`src/rtl/drc_csr.sv`:
```
module drc_csr #(
  parameter int ADDR_W      = 12,
  parameter int N_GRP_REGS  = 2,
  parameter int SRST_CYCLES = 8
) (
  input  logic              clk,
  input  logic              rst_n,
  input  logic              req_valid,
  output logic              req_ready,
  input  logic              req_write,
  input  logic [ADDR_W-1:0] req_addr,
  input  logic [31:0]       req_wdata,
  output logic              rsp_valid,
  output logic [31:0]       rsp_rdata,
  input  logic              role_host,
  input  logic              master_idle,
  output logic              irq,
  output logic              core_rst,
  output logic [2:0]        mst_attr
);
  localparam int DATA_W = 32;
  localparam int OFF_W  = ADDR_W - 4;
  localparam int IDX_W  = (N_GRP_REGS > 1) ? $clog2(N_GRP_REGS) : 1;
  localparam int CNT_W  = $clog2(SRST_CYCLES + 1);
  localparam logic [1:0] G_GLB = 2'b00, G_HST = 2'b01, G_DEV = 2'b10, G_PWR = 2'b11;

  logic [DATA_W-1:0] host_r [N_GRP_REGS];
  logic [DATA_W-1:0] dev_r  [N_GRP_REGS];
  logic [DATA_W-1:0] pwr_r  [N_GRP_REGS];
  logic [1:0]        int_stat, int_mask;
  logic [CNT_W-1:0]  srst_cnt;
  logic [DATA_W-1:0] rd_val;

  wire             acc   = req_valid & req_ready;
  wire [1:0]       grp   = req_addr[ADDR_W-1 -: 2];
  wire [OFF_W-1:0] off   = req_addr[ADDR_W-3:2];
  wire [IDX_W-1:0] idx   = off[IDX_W-1:0];
  wire             in_rg = off < OFF_W'(N_GRP_REGS);
  wire             mism  = (grp == G_HST && !role_host) || (grp == G_DEV && role_host);
  wire             unused_ok = ^req_addr[1:0];

  assign core_rst  = (srst_cnt != '0);
  assign req_ready = ~core_rst;
  assign irq       = |(int_stat & int_mask);

  always_comb begin
    rd_val = '0;
    case (grp)
      G_GLB: case (off)
        OFF_W'(0): rd_val[0]   = core_rst;
        OFF_W'(1): rd_val[1:0] = int_stat;
        OFF_W'(2): rd_val[1:0] = int_mask;
        OFF_W'(3): rd_val[2:0] = mst_attr;
        default:   rd_val = '0;
      endcase
      G_HST: if (role_host && in_rg)  rd_val = host_r[idx];
      G_DEV: if (!role_host && in_rg) rd_val = dev_r[idx];
      default: if (in_rg) rd_val = pwr_r[idx];
    endcase
  end

  always_ff @(posedge clk or negedge rst_n) begin
    if (!rst_n) begin
      for (int i = 0; i < N_GRP_REGS; i++) begin
        host_r[i] <= '0;
        dev_r[i]  <= '0;
        pwr_r[i]  <= '0;
      end
      int_stat  <= '0;
      int_mask  <= '0;
      mst_attr  <= '0;
      srst_cnt  <= '0;
      rsp_valid <= 1'b0;
      rsp_rdata <= '0;
    end else begin
      rsp_valid <= acc;
      rsp_rdata <= (acc && !req_write) ? rd_val : '0;
      if (core_rst) begin
        srst_cnt <= srst_cnt - 1'b1;
        int_stat <= '0;
        for (int i = 0; i < N_GRP_REGS; i++) begin
          host_r[i] <= '0;
          dev_r[i]  <= '0;
          pwr_r[i]  <= '0;
        end
      end else if (acc) begin
        if (mism) int_stat[0] <= 1'b1;
        if (req_write) begin
          case (grp)
            G_GLB: case (off)
              OFF_W'(0): if (req_wdata[0]) srst_cnt <= CNT_W'(SRST_CYCLES);
              OFF_W'(1): int_stat <= int_stat & ~req_wdata[1:0];
              OFF_W'(2): int_mask <= req_wdata[1:0];
              OFF_W'(3): begin
                if (master_idle) mst_attr <= req_wdata[2:0];
                else             int_stat[1] <= 1'b1;
              end
              default: ;
            endcase
            G_HST: if (role_host && in_rg)  host_r[idx] <= req_wdata;
            G_DEV: if (!role_host && in_rg) dev_r[idx]  <= req_wdata;
            default: if (in_rg) pwr_r[idx] <= req_wdata;
          endcase
        end
      end
    end
  end
endmodule

```
`config.mk`:
```
export PLATFORM = sky130hd
export DESIGN_NAME = drc_csr
export DESIGN_NICKNAME = d
export VERILOG_FILES = /design/src/rtl/drc_csr.sv
export SDC_FILE = /design/constraint.sdc
export NUM_CORES = 1
export LEC_CHECK = 0
export BUFFER_PORTS_ARGS = -buffer_cell sky130_fd_sc_hd__clkbuf_2
export CAP_MARGIN = 30
export CORE_ASPECT_RATIO = 1.4
export CORE_MARGIN = 2
export CORE_UTILIZATION = 40
export CTS_BUF_LIST = sky130_fd_sc_hd__clkbuf_4
export DETAILED_ROUTE_END_ITERATION = 10
export GPL_ROUTABILITY_DRIVEN = 0
export PLACE_DENSITY = 0.66
export SLEW_MARGIN = 20
export SYNTH_ARGS = -nofsm -noshare
export SYNTH_HDL_FRONTEND = slang
export SYNTH_SLANG_ARGS = --single-unit
```
`constraint.sdc`:
```
create_clock -name clk -period 1.73 [get_ports clk]
set_clock_uncertainty 0.15 [all_clocks]
set_input_delay 0.2595 -clock clk [delete_from_list [all_inputs] [get_ports clk]]
set_output_delay 0.2595 -clock clk [all_outputs]
set_load 0.02 [all_outputs]
```
# ---- Word-level counts from Yosys, hierarchy flattened
# Cells that the tools add are included.
dict set report word_totals {
  reg_bits 236
  inputBits 50
  out_inout_bits 39
  word_cells 113
}
dict set report classes {
  addsub 1
  order_cmp 3
  n_eq_ne 7
  muxes 51
  n_bitwise 6
  n_reduce_logical 32
}
# operator count
set op_table {}
lappend op_table {{64-bit two-way mux} 15}
lappend op_table {{32-bit two-way mux} 14}
lappend op_table {{64-bit bitwise mux} 3}
lappend op_table {{32-bit case mux with 3 select lines} 1}
lappend op_table {{32-bit demux with 1-bit select} 1}
lappend op_table {{4-bit two-way mux} 6}
lappend op_table {{2-bit nonzero test} 10}
lappend op_table {{8-bit by 2-bit == test with 1-bit output (second input constant)} 2}
lappend op_table {{5-bit AND reduction} 3}
lappend op_table {{4-bit AND reduction} 3}
lappend op_table {{8-bit by 1-bit == test with 1-bit output (second input constant)} 1}
lappend op_table {{8-bit logical NOT} 1}
lappend op_table {{8-bit by 2-bit < comparator with 1-bit output (second input constant)} 1}
lappend op_table {{2-bit two-way mux} 4}
lappend op_table {{1-bit logical AND} 6}
lappend op_table {{6-bit AND reduction} 1}
lappend op_table {{2-bit AND} 2}
lappend op_table {{1-bit two-way mux} 4}
lappend op_table {{1-bit case mux with 4 select lines} 1}
lappend op_table {{4-bit nonzero test} 1}
lappend op_table {{4-bit by 1-bit subtractor with 4-bit output (second input constant)} 1}
lappend op_table {{3-bit inequality test (second input constant)} 1}
lappend op_table {{1-bit case mux with 3 select lines} 1}
lappend op_table {{3-bit nonzero test} 1}
lappend op_table {{15 further kinds} 16}

# ---- Longest topological paths before layout
# Gate-level depths: netlist of the first run.
dict set report depth {
  word_depth 11
  ltp_mapped 8
  ltp_nobuf 6
}

# ---- Worst setup path before layout of the first run
# Ideal clock, no wire load.
dict set report synth_timing {
  kind {register to register}
  start {register srst_cnt[1]}
  end {register rsp_rdata[0]}
  setup_time_ps 101
  arrival_ps 1740
  required_ps 1479
  slack_ps -261
  path_stages_with_launch 7
  path_buffers 0
  period_less_slack_ps 1991
  path_cell_list {dfrtp_1 -> nor2_1 -> nand2_1 -> inv_1 -> nand3b_1 -> or4_1 -> o32ai_1}
}
dict set report synth_between {
  elab_chain_cells 5
  elab_cells_between_ends 7
  classes_between {mux: 3; bitwise: 2; reduce/logical: 2}
}
# item line
set synth_rtl {}
lappend synth_rtl {{start: declaration} 31} ;# logic [CNT_W-1:0] srst_cnt;
lappend synth_rtl {{start signal: assignment} 79} ;# srst_cnt <= srst_cnt - 1'b1;
lappend synth_rtl {{start signal: assignment} 91} ;# OFF_W'(0): if (req_wdata[0]) srst_cnt <= CNT_W'(SRST_CYCLES);
lappend synth_rtl {{4-bit nonzero test} 42} ;# assign core_rst = (srst_cnt != '0);
lappend synth_rtl {{1-bit NOT (no source line)} n/a}
lappend synth_rtl {{via req_ready} 9} ;# output logic req_ready,
lappend synth_rtl {{1-bit AND} 34} ;# wire acc = req_valid & req_ready;
lappend synth_rtl {{1-bit logical AND} 77} ;# rsp_rdata <= (acc && !req_write) ? rd_val : '0;
lappend synth_rtl {{32-bit two-way mux} 77}
lappend synth_rtl {{end signal: assignment} 77}
lappend synth_rtl {{end: declaration} 14} ;# output logic [31:0] rsp_rdata,
# The timed path passes the listed nets, and every way through them passes these cells.
# A chain may end at the register's enable or synchronous reset.

# ---- Worst setup path in the final report of the first run
dict set report layout_timing {
  start {register srst_cnt[3]}
  end {output core_rst}
}
dict set report layout_between {
  elab_chain_cells 1
}
# item line
set layout_rtl {}
lappend layout_rtl {{4-bit nonzero test} 42}
lappend layout_rtl {{end: declaration} 18} ;# output logic core_rst,
# Every way passes these cells.

==> results of run 1 <==
[flip-flops by register name (all words and copies together) (netlist names)]
name / flops
dev_r: 64
host_r: 64
pwr_r: 64
rsp_rdata: 32
srst_cnt: 4
mst_attr: 3
int_mask: 2
int_stat: 2
rsp_valid: 1
[cells in the mapped netlist (all sizes together), types with 4 or more instances]
cell / count / area, um2
nor4: 29 / 321.6
mux2i: 225 / 2252
nand4: 8 / 50.05
and3: 4 / 25.02
o21ai: 31 / 155.2
clkbuf: 44 / 165.2
nor2: 170 / 638.1
a211oi: 55 / 412.9
a2bb2oi: 28 / 245.2
buf: 43 / 227.7
mux2: 9 / 101.4
a21oi: 35 / 175.2
nand2: 79 / 296.5
dfrtp: 236 / 5906
[final timing paths]
check	slack (ps)	to	cells past startpoint
worst max-delay path	-500	core_rst	6
worst min-delay path	30	int_stat[1]$_DFFE_PN0P_	6
worst max register to register	-160	rsp_rdata[4]$_DFF_PN0_	10
worst min register to register	370	host_r[32]$_DFFE_PN0P_	2
max in group asynchronous	330	dev_r[45]$_DFFE_PN0P_	4
min in group asynchronous	440	dev_r[59]$_DFFE_PN0P_	3
[routing by layer]
layer | track usage (%) | vias up | routed length (um) | part of all wire [%]
met3 | 4.000 | 79 | 1790 | 5.3
met5 | 0 | - | 0 | 0
met4 | 10.33 | 0 | 1115 | 3.3
li1 | - | 4195 | - | -
met1 | 26.85 | 4637 | 13590 | 40
met2 | 38.16 | 323 | 17080 | 51
[power groups by stage]
stage | sequential [uW] | clock [uW] | combinational [uW]
floorplan | 5660 | 0 | 323
global placement | 5660 | 0 | 767
detailed placement | 5660 | 0 | 775
CTS | 5550 | 4500 | 961
global route | 5550 | 4770 | 1090
finish | 5560 | 4380 | 1010
[cell families after synthesis]
kind of cell,count (synthesis)
AO/OA/AOI/OAI,169
AND/OR/NAND/NOR,313
multiplexers,234
flip-flops,236
buffers and inverters,90
[layout make-up]
type | count | area, um2 | area share [%]
antenna | 2 | 5.005 | 0.03368
clock buffer | 82 | 615.6 | 4.143
clock inverter | 18 | 67.56 | 0.4547
inverter | 3 | 13.76 | 0.09262
multi-input combinational | 716 | 5439 | 36.60
sequential | 236 | 5906 | 39.74
tap | 370 | 462.9 | 3.116
timing repair buffer | 248 | 2350 | 15.81
[worst reg2reg max path: stages (launching register included)]
cell and delay (ps):
dfrtp_1 380, nor2_1 130, buf_4 150, nand2_8 50, inv_4 60, buf_6 80
nand3b_1 160, buf_6 190, buf_12 150, buf_6 130, nor4_4 110
[what timing repair did]
item	in CTS	in global routing
hold buffers	44	0
setup buffers	13	2
resized for setup	51	40
setup endpoints to repair	21	178
cloned	5	4
hold endpoints to repair	439	0
pin swaps	30	8
[through the flow]
step,instances,TNS [ps],util [%],total power (uW),hold WS [ps]
floorplan,1042,-4638,-,5985,-186.1
detailed placement,1506,-53620,46.54,6436,49.83
CTS,1668,-2158,52.51,11010,1.749
finish,1675,-3810,53.55,10940,34.94
global route,1674,-5885,53.54,11410,55.79
global placement,1506,-53400,46.54,6428,52.43
==> impl_metrics.csv, run 1 <==
group,metric,value,unit
pwr,power_frac_comb,9.2,%
setup_path,path_common_cell,"buf_8",
pwr,cellPowerDensity,736.5,nW/um2
route,drtAntennaViolNets,0,
place,hpwl,19240,um
yosys,avgSynthCellArea,10.87,um2
yosys,synth_compound_area_share,10.16,%
cells_and_area,nNetsFinal,1311,
timing,slew_headroom,69.77,%
pwr,clockPowerShare,40.0,%
cells_and_area,syn_to_final_growth,31.24,%
grt,overflow,0,
yosys,ys_ff_latch,236,
pwr,intPower,8115,uW
worst_hold_path,hold_class,"input pin to flop",
yosys,synth_cells,1042,
pwr,ir_worst_vdd,0.3644,mV
die,rows,72,
cells_and_area,fill_cells,2461,
clock_network,clock_sinks,236,
yosys,synthSimpleGateAreaFrac,13.33,%
die,die_h,203.1,um
timing,hold_viol_final,0,
route,vias,9234,
timing,finalSetupViolCount,56,
yosys,synth_fa_ha_area_share,0,%
route,wl_per_cell,20.04,um
pwr,p_switching,2829,uW
cells_and_area,drive_gt1_share,26.71,%
cells_and_area,layout.cells.most_common,"dfrtp_1",
yosys,async_reset_ff_share,100.0,%
setup_path,path_buf_inv,4,
place,portBuffers,86,
die,start_util,40.81,%
setup_path,crit_type,"flop to primary output",
setup_path,path_max_fanout,2,
timing,timing.final.ws_setup,-499.6,ps
clock_network,cts-htree-levels,2,
yosys,synth_top_family_by_area,"multiplexers",
setup_path,startpoint,"srst_cnt[3]$_DFFE_PN0P_",
grt,grt_pass1_wl,52180,um
job,cap_violations,0,
clock_network,cts_tree,"built",
timing,final.period_utilization,128.9,%
timing,tightest_slew,450.7,ps
route,dr.pass1.iters,5,
setup_path,start_kind,"flop",
setup_path,worstSetupEndpointType,"primary output",
yosys,synthXorXnorAreaFrac,0,%
yosys,muxShareOfSynthArea,20.79,%
run_status,status,"finished, violations left",
route,dr.first_iter.drc_count,555,
setup_path,r2r-start,"srst_cnt[3]$_DFFE_PN0P_",
die,fp.dieW,146.2,um
timing,fmax,448.5,MHz
place,dpl_cell_area,12910,um2
setup_path,arrival,1820,ps
pwr,power.leakage,0.008125,uW
cells_and_area,final_cell_mix,"dfrtp_1, mux2i_1, nor2_1",
yosys,ys_warn_count,0,
route,routed_via_density,5.513,
place,place_ws,-431.6,ps
setup_path,path_cells,"nor2_1, buf_4, nand2_8, buf_8, buf_16, buf_8",
setup_path,crit_required,1320,ps
timing,post-route-min-period,2230,ps
clock_network,clockBufferDepth,3,
grt,grt_max_degree,128,
yosys,synth_edf_count,0,
die,io_pins,89,
run_status,violations,"setup timing",
grt,track_usage,22.11,%
clock_network,cts_root_buf,"clkbuf_4",
setup_path,cp_top_family,"buffers and inverters",
yosys,ys_seq_area_share,52.16,%
yosys,synth_area,11320,um2
grt,first_global_vias,9493,
yosys,synth_flop_cell,"dfrtp_1",
worst_hold_path,hold_start,"req_addr[4]",
route,drc_errors,0,
pwr,seqPwrFrac,50.8,%
die,dieArea,29690,um2
yosys,yosys.cell_types.count,48,
timing,maxSlewViolCount,0,
timing,rsz0062_at_grt,"true",
die,core-area,27750,um2
grt,grt_antenna_before_repair,2,
route,detail_route.wirelength,33570,um
pwr,sw_frac_of_total,25.85,%
setup_path,critical_path.max_stage_delay,380,ps
clock_network,clock_latency,720,ps
cells_and_area,fin_area,14860,um2
setup_path,crit_path_top_delay_cell,"dfrtp_1",
clock_network,numCtsBuffers,56,
clock_network,cts.reportedPaths.clkPinSlew,70,ps
yosys,synth_fp_nets,1092,
No activity file was read; power rests on OpenSTA's default activity.
==> inputs of run 2 (changes only) <==
clock period = 1.8 ns   (was 1.73 ns; I/O delays follow)
==> run 2 against run 1 <==
Against the previous run: the run still ends with setup timing left; first-iteration DRC count grew 12%; die area is the same; clock power shrank 7.1%; critical path type unchanged; critical endpoint unchanged; highest routed layer unchanged.
==> impl_metrics.csv, run 2 (synthesized netlist as in run 1, its figures left out) <==
group,metric,value,unit
clock_network,cts-htree-levels,2,
timing,maxSlewViolCount,0,
clock_network,clock_sinks,236,
die,dieArea,29690,um2
route,routed_via_density,5.500,
pwr,ir_worst_vdd,0.3743,mV
place,place_ws,-293.9,ps
route,dr.first_iter.drc_count,622,
setup_path,path_max_fanout,3,
run_status,violations,"setup timing",
grt,grt_max_degree,83,
cells_and_area,layout.cells.most_common,"dfrtp_1",
timing,timing.final.ws_setup,-262.4,ps
grt,track_usage,21.78,%
clock_network,clock_latency,700,ps
cells_and_area,postLayoutCoreUtil,53.05,%
die,start_util,40.81,%
timing,hold_viol_final,0,
job,cap_violations,0,
worst_hold_path,hold_class,"input pin to flop",
grt,overflow,0,
timing,rsz0062_at_grt,"true",
pwr,power.leakage,0.008034,uW
pwr,cellPowerDensity,705.3,nW/um2
route,drc_errors,0,
route,detail_route.wirelength,33470,um
route,drtAntennaViolNets,0,
grt,grt_antenna_before_repair,1,
cells_and_area,drive_gt1_share,26.42,%
setup_path,r2r-start,"srst_cnt[3]$_DFFE_PN0P_",
setup_path,worstSetupEndpointType,"primary output",
timing,tightest_slew,545.2,ps
clock_network,clockBufferDepth,3,
cells_and_area,nNetsFinal,1300,
place,hpwl,18830,um
setup_path,crit_required,1380,ps
setup_path,arrival,1640,ps
timing,post-route-min-period,2062,ps
clock_network,cts_root_buf,"clkbuf_4",
clock_network,numCtsBuffers,57,
die,fp.dieW,146.2,um
place,portBuffers,86,
cells_and_area,fill_cells,2463,
timing,finalSetupViolCount,39,
cells_and_area,syn_to_final_growth,30.00,%
die,die_h,203.1,um
die,io_pins,89,
setup_path,startpoint,"srst_cnt[3]$_DFFE_PN0P_",
timing,slew_headroom,63.65,%
run_status,status,"finished, violations left",
cells_and_area,final_cell_mix,"dfrtp_1, mux2i_1, nor2_1",
setup_path,start_kind,"flop",
timing,fmax,484.9,MHz
cells_and_area,top_regs,"dev_r: 64 flops, host_r: 64 flops, pwr_r: 64 flops",
setup_path,ff2ff_setup_slack,-220,ps
timing,final.period_utilization,114.6,%
route,wl_per_cell,20.24,um
timing,finalSetupTns,-4216,ps
die,rows,72,
setup_path,crit_type,"flop to primary output",
route,vias,9097,
setup_path,r2r-end,"mst_attr[0]$_DFFE_PN0P_",
route,dr.pass1.iters,5,
clock_network,cts_tree,"built",
grt,grt_pass1_wl,51060,um
setup_path,cp-endpoint,"core_rst",
grt,first_global_vias,9249,
clock_network,cts.reportedPaths.clkPinSlew,70,ps
setup_path,r2r_cells,10,
die,core-area,27750,um2
run 2: cell types whose count changed in the layout (fill, tap and decap cells not counted), sizes merged:
| cell | change |
|---|---|
| buf | -18 |
| clkinv | -2 |
| inv | -2 |
| clkbuf | +1 |
| diode | -1 |
| dlygate4sd3 | +1 |
run 2: what timing repair did:
action                                 CTS  global route
setup endpoints to repair                9           158
hold buffers                            46             0
resized for setup                       33            64
endpoints found under the hold margin  439             0
pin swaps                                5            35
gates cloned                             3             5
setup buffers                            9            17
run 2: through the flow:
step                      power [uW]  instance area (um2)  cells  hold WS [ps]
after floorplan                 5750                11390   1042        -175.6
after global placement          6148                12670   1483        -3.466
after detailed placement        6157                12670   1483        -1.719
after CTS                      10400                14090   1633         2.250
after global routing           10830                14720   1654         85.46
final                          10380                14720   1654         66.40
run 2: cell type report:
type                            count  area (um2)  share of cell area, %
Timing Repair Buffer              236        2223                  15.11
Sequential cell                   236        5906                  40.12
Clock inverter                     14       53.80                 0.3655
Multi-Input combinational cell    716        5472                  37.17
Clock buffer                       78       585.6                  3.978
Inverter                            3       13.76                0.09351
Tap cell                          370       462.9                  3.145
Antenna cell                        1       2.502                0.01700
run 2: metal layers:
metal	share of wire, %	GRT usage [%]	up-vias
met5	0	0	-
met4	2.9	8.981	0
met2	51	38.16	289
li1	-	-	4170
met3	4.8	3.798	64
met1	41	26.56	4574
run 2: worst max-delay path: stages, from the launching register on:
cell	delay [ps]
dfrtp_1	380
nor2_1	100
buf_4	140
nand2_8	70
buf_16	140
buf_8	120
run 2: how the worst min path moves through the flow:
stage | from | to | cells after the start
6_report | req_addr[9] | rsp_rdata[0]$_DFF_PN0_ | 6
5_1_grt | rst_n | pwr_r[59]$_DFFE_PN0P_ | 3
4_1_cts | req_addr[9] | rsp_rdata[0]$_DFF_PN0_ | 6
3_5_place_dp | rst_n | pwr_r[59]$_DFFE_PN0P_ | 1
3_3_place_gp | rst_n | pwr_r[59]$_DFFE_PN0P_ | 1
2_1_floorplan | rst_n | dev_r[0]$_DFFE_PN0P_ | 0
run 2: report_power, final:
group / total [uW] / leakage, uW / switching [uW] / internal, uW
combinational: 973 / 0.00437 / 575 / 398
sequential: 5340 / 0.00328 / 14.6 / 5330
clock: 4070 / 0.000383 / 2090 / 1970
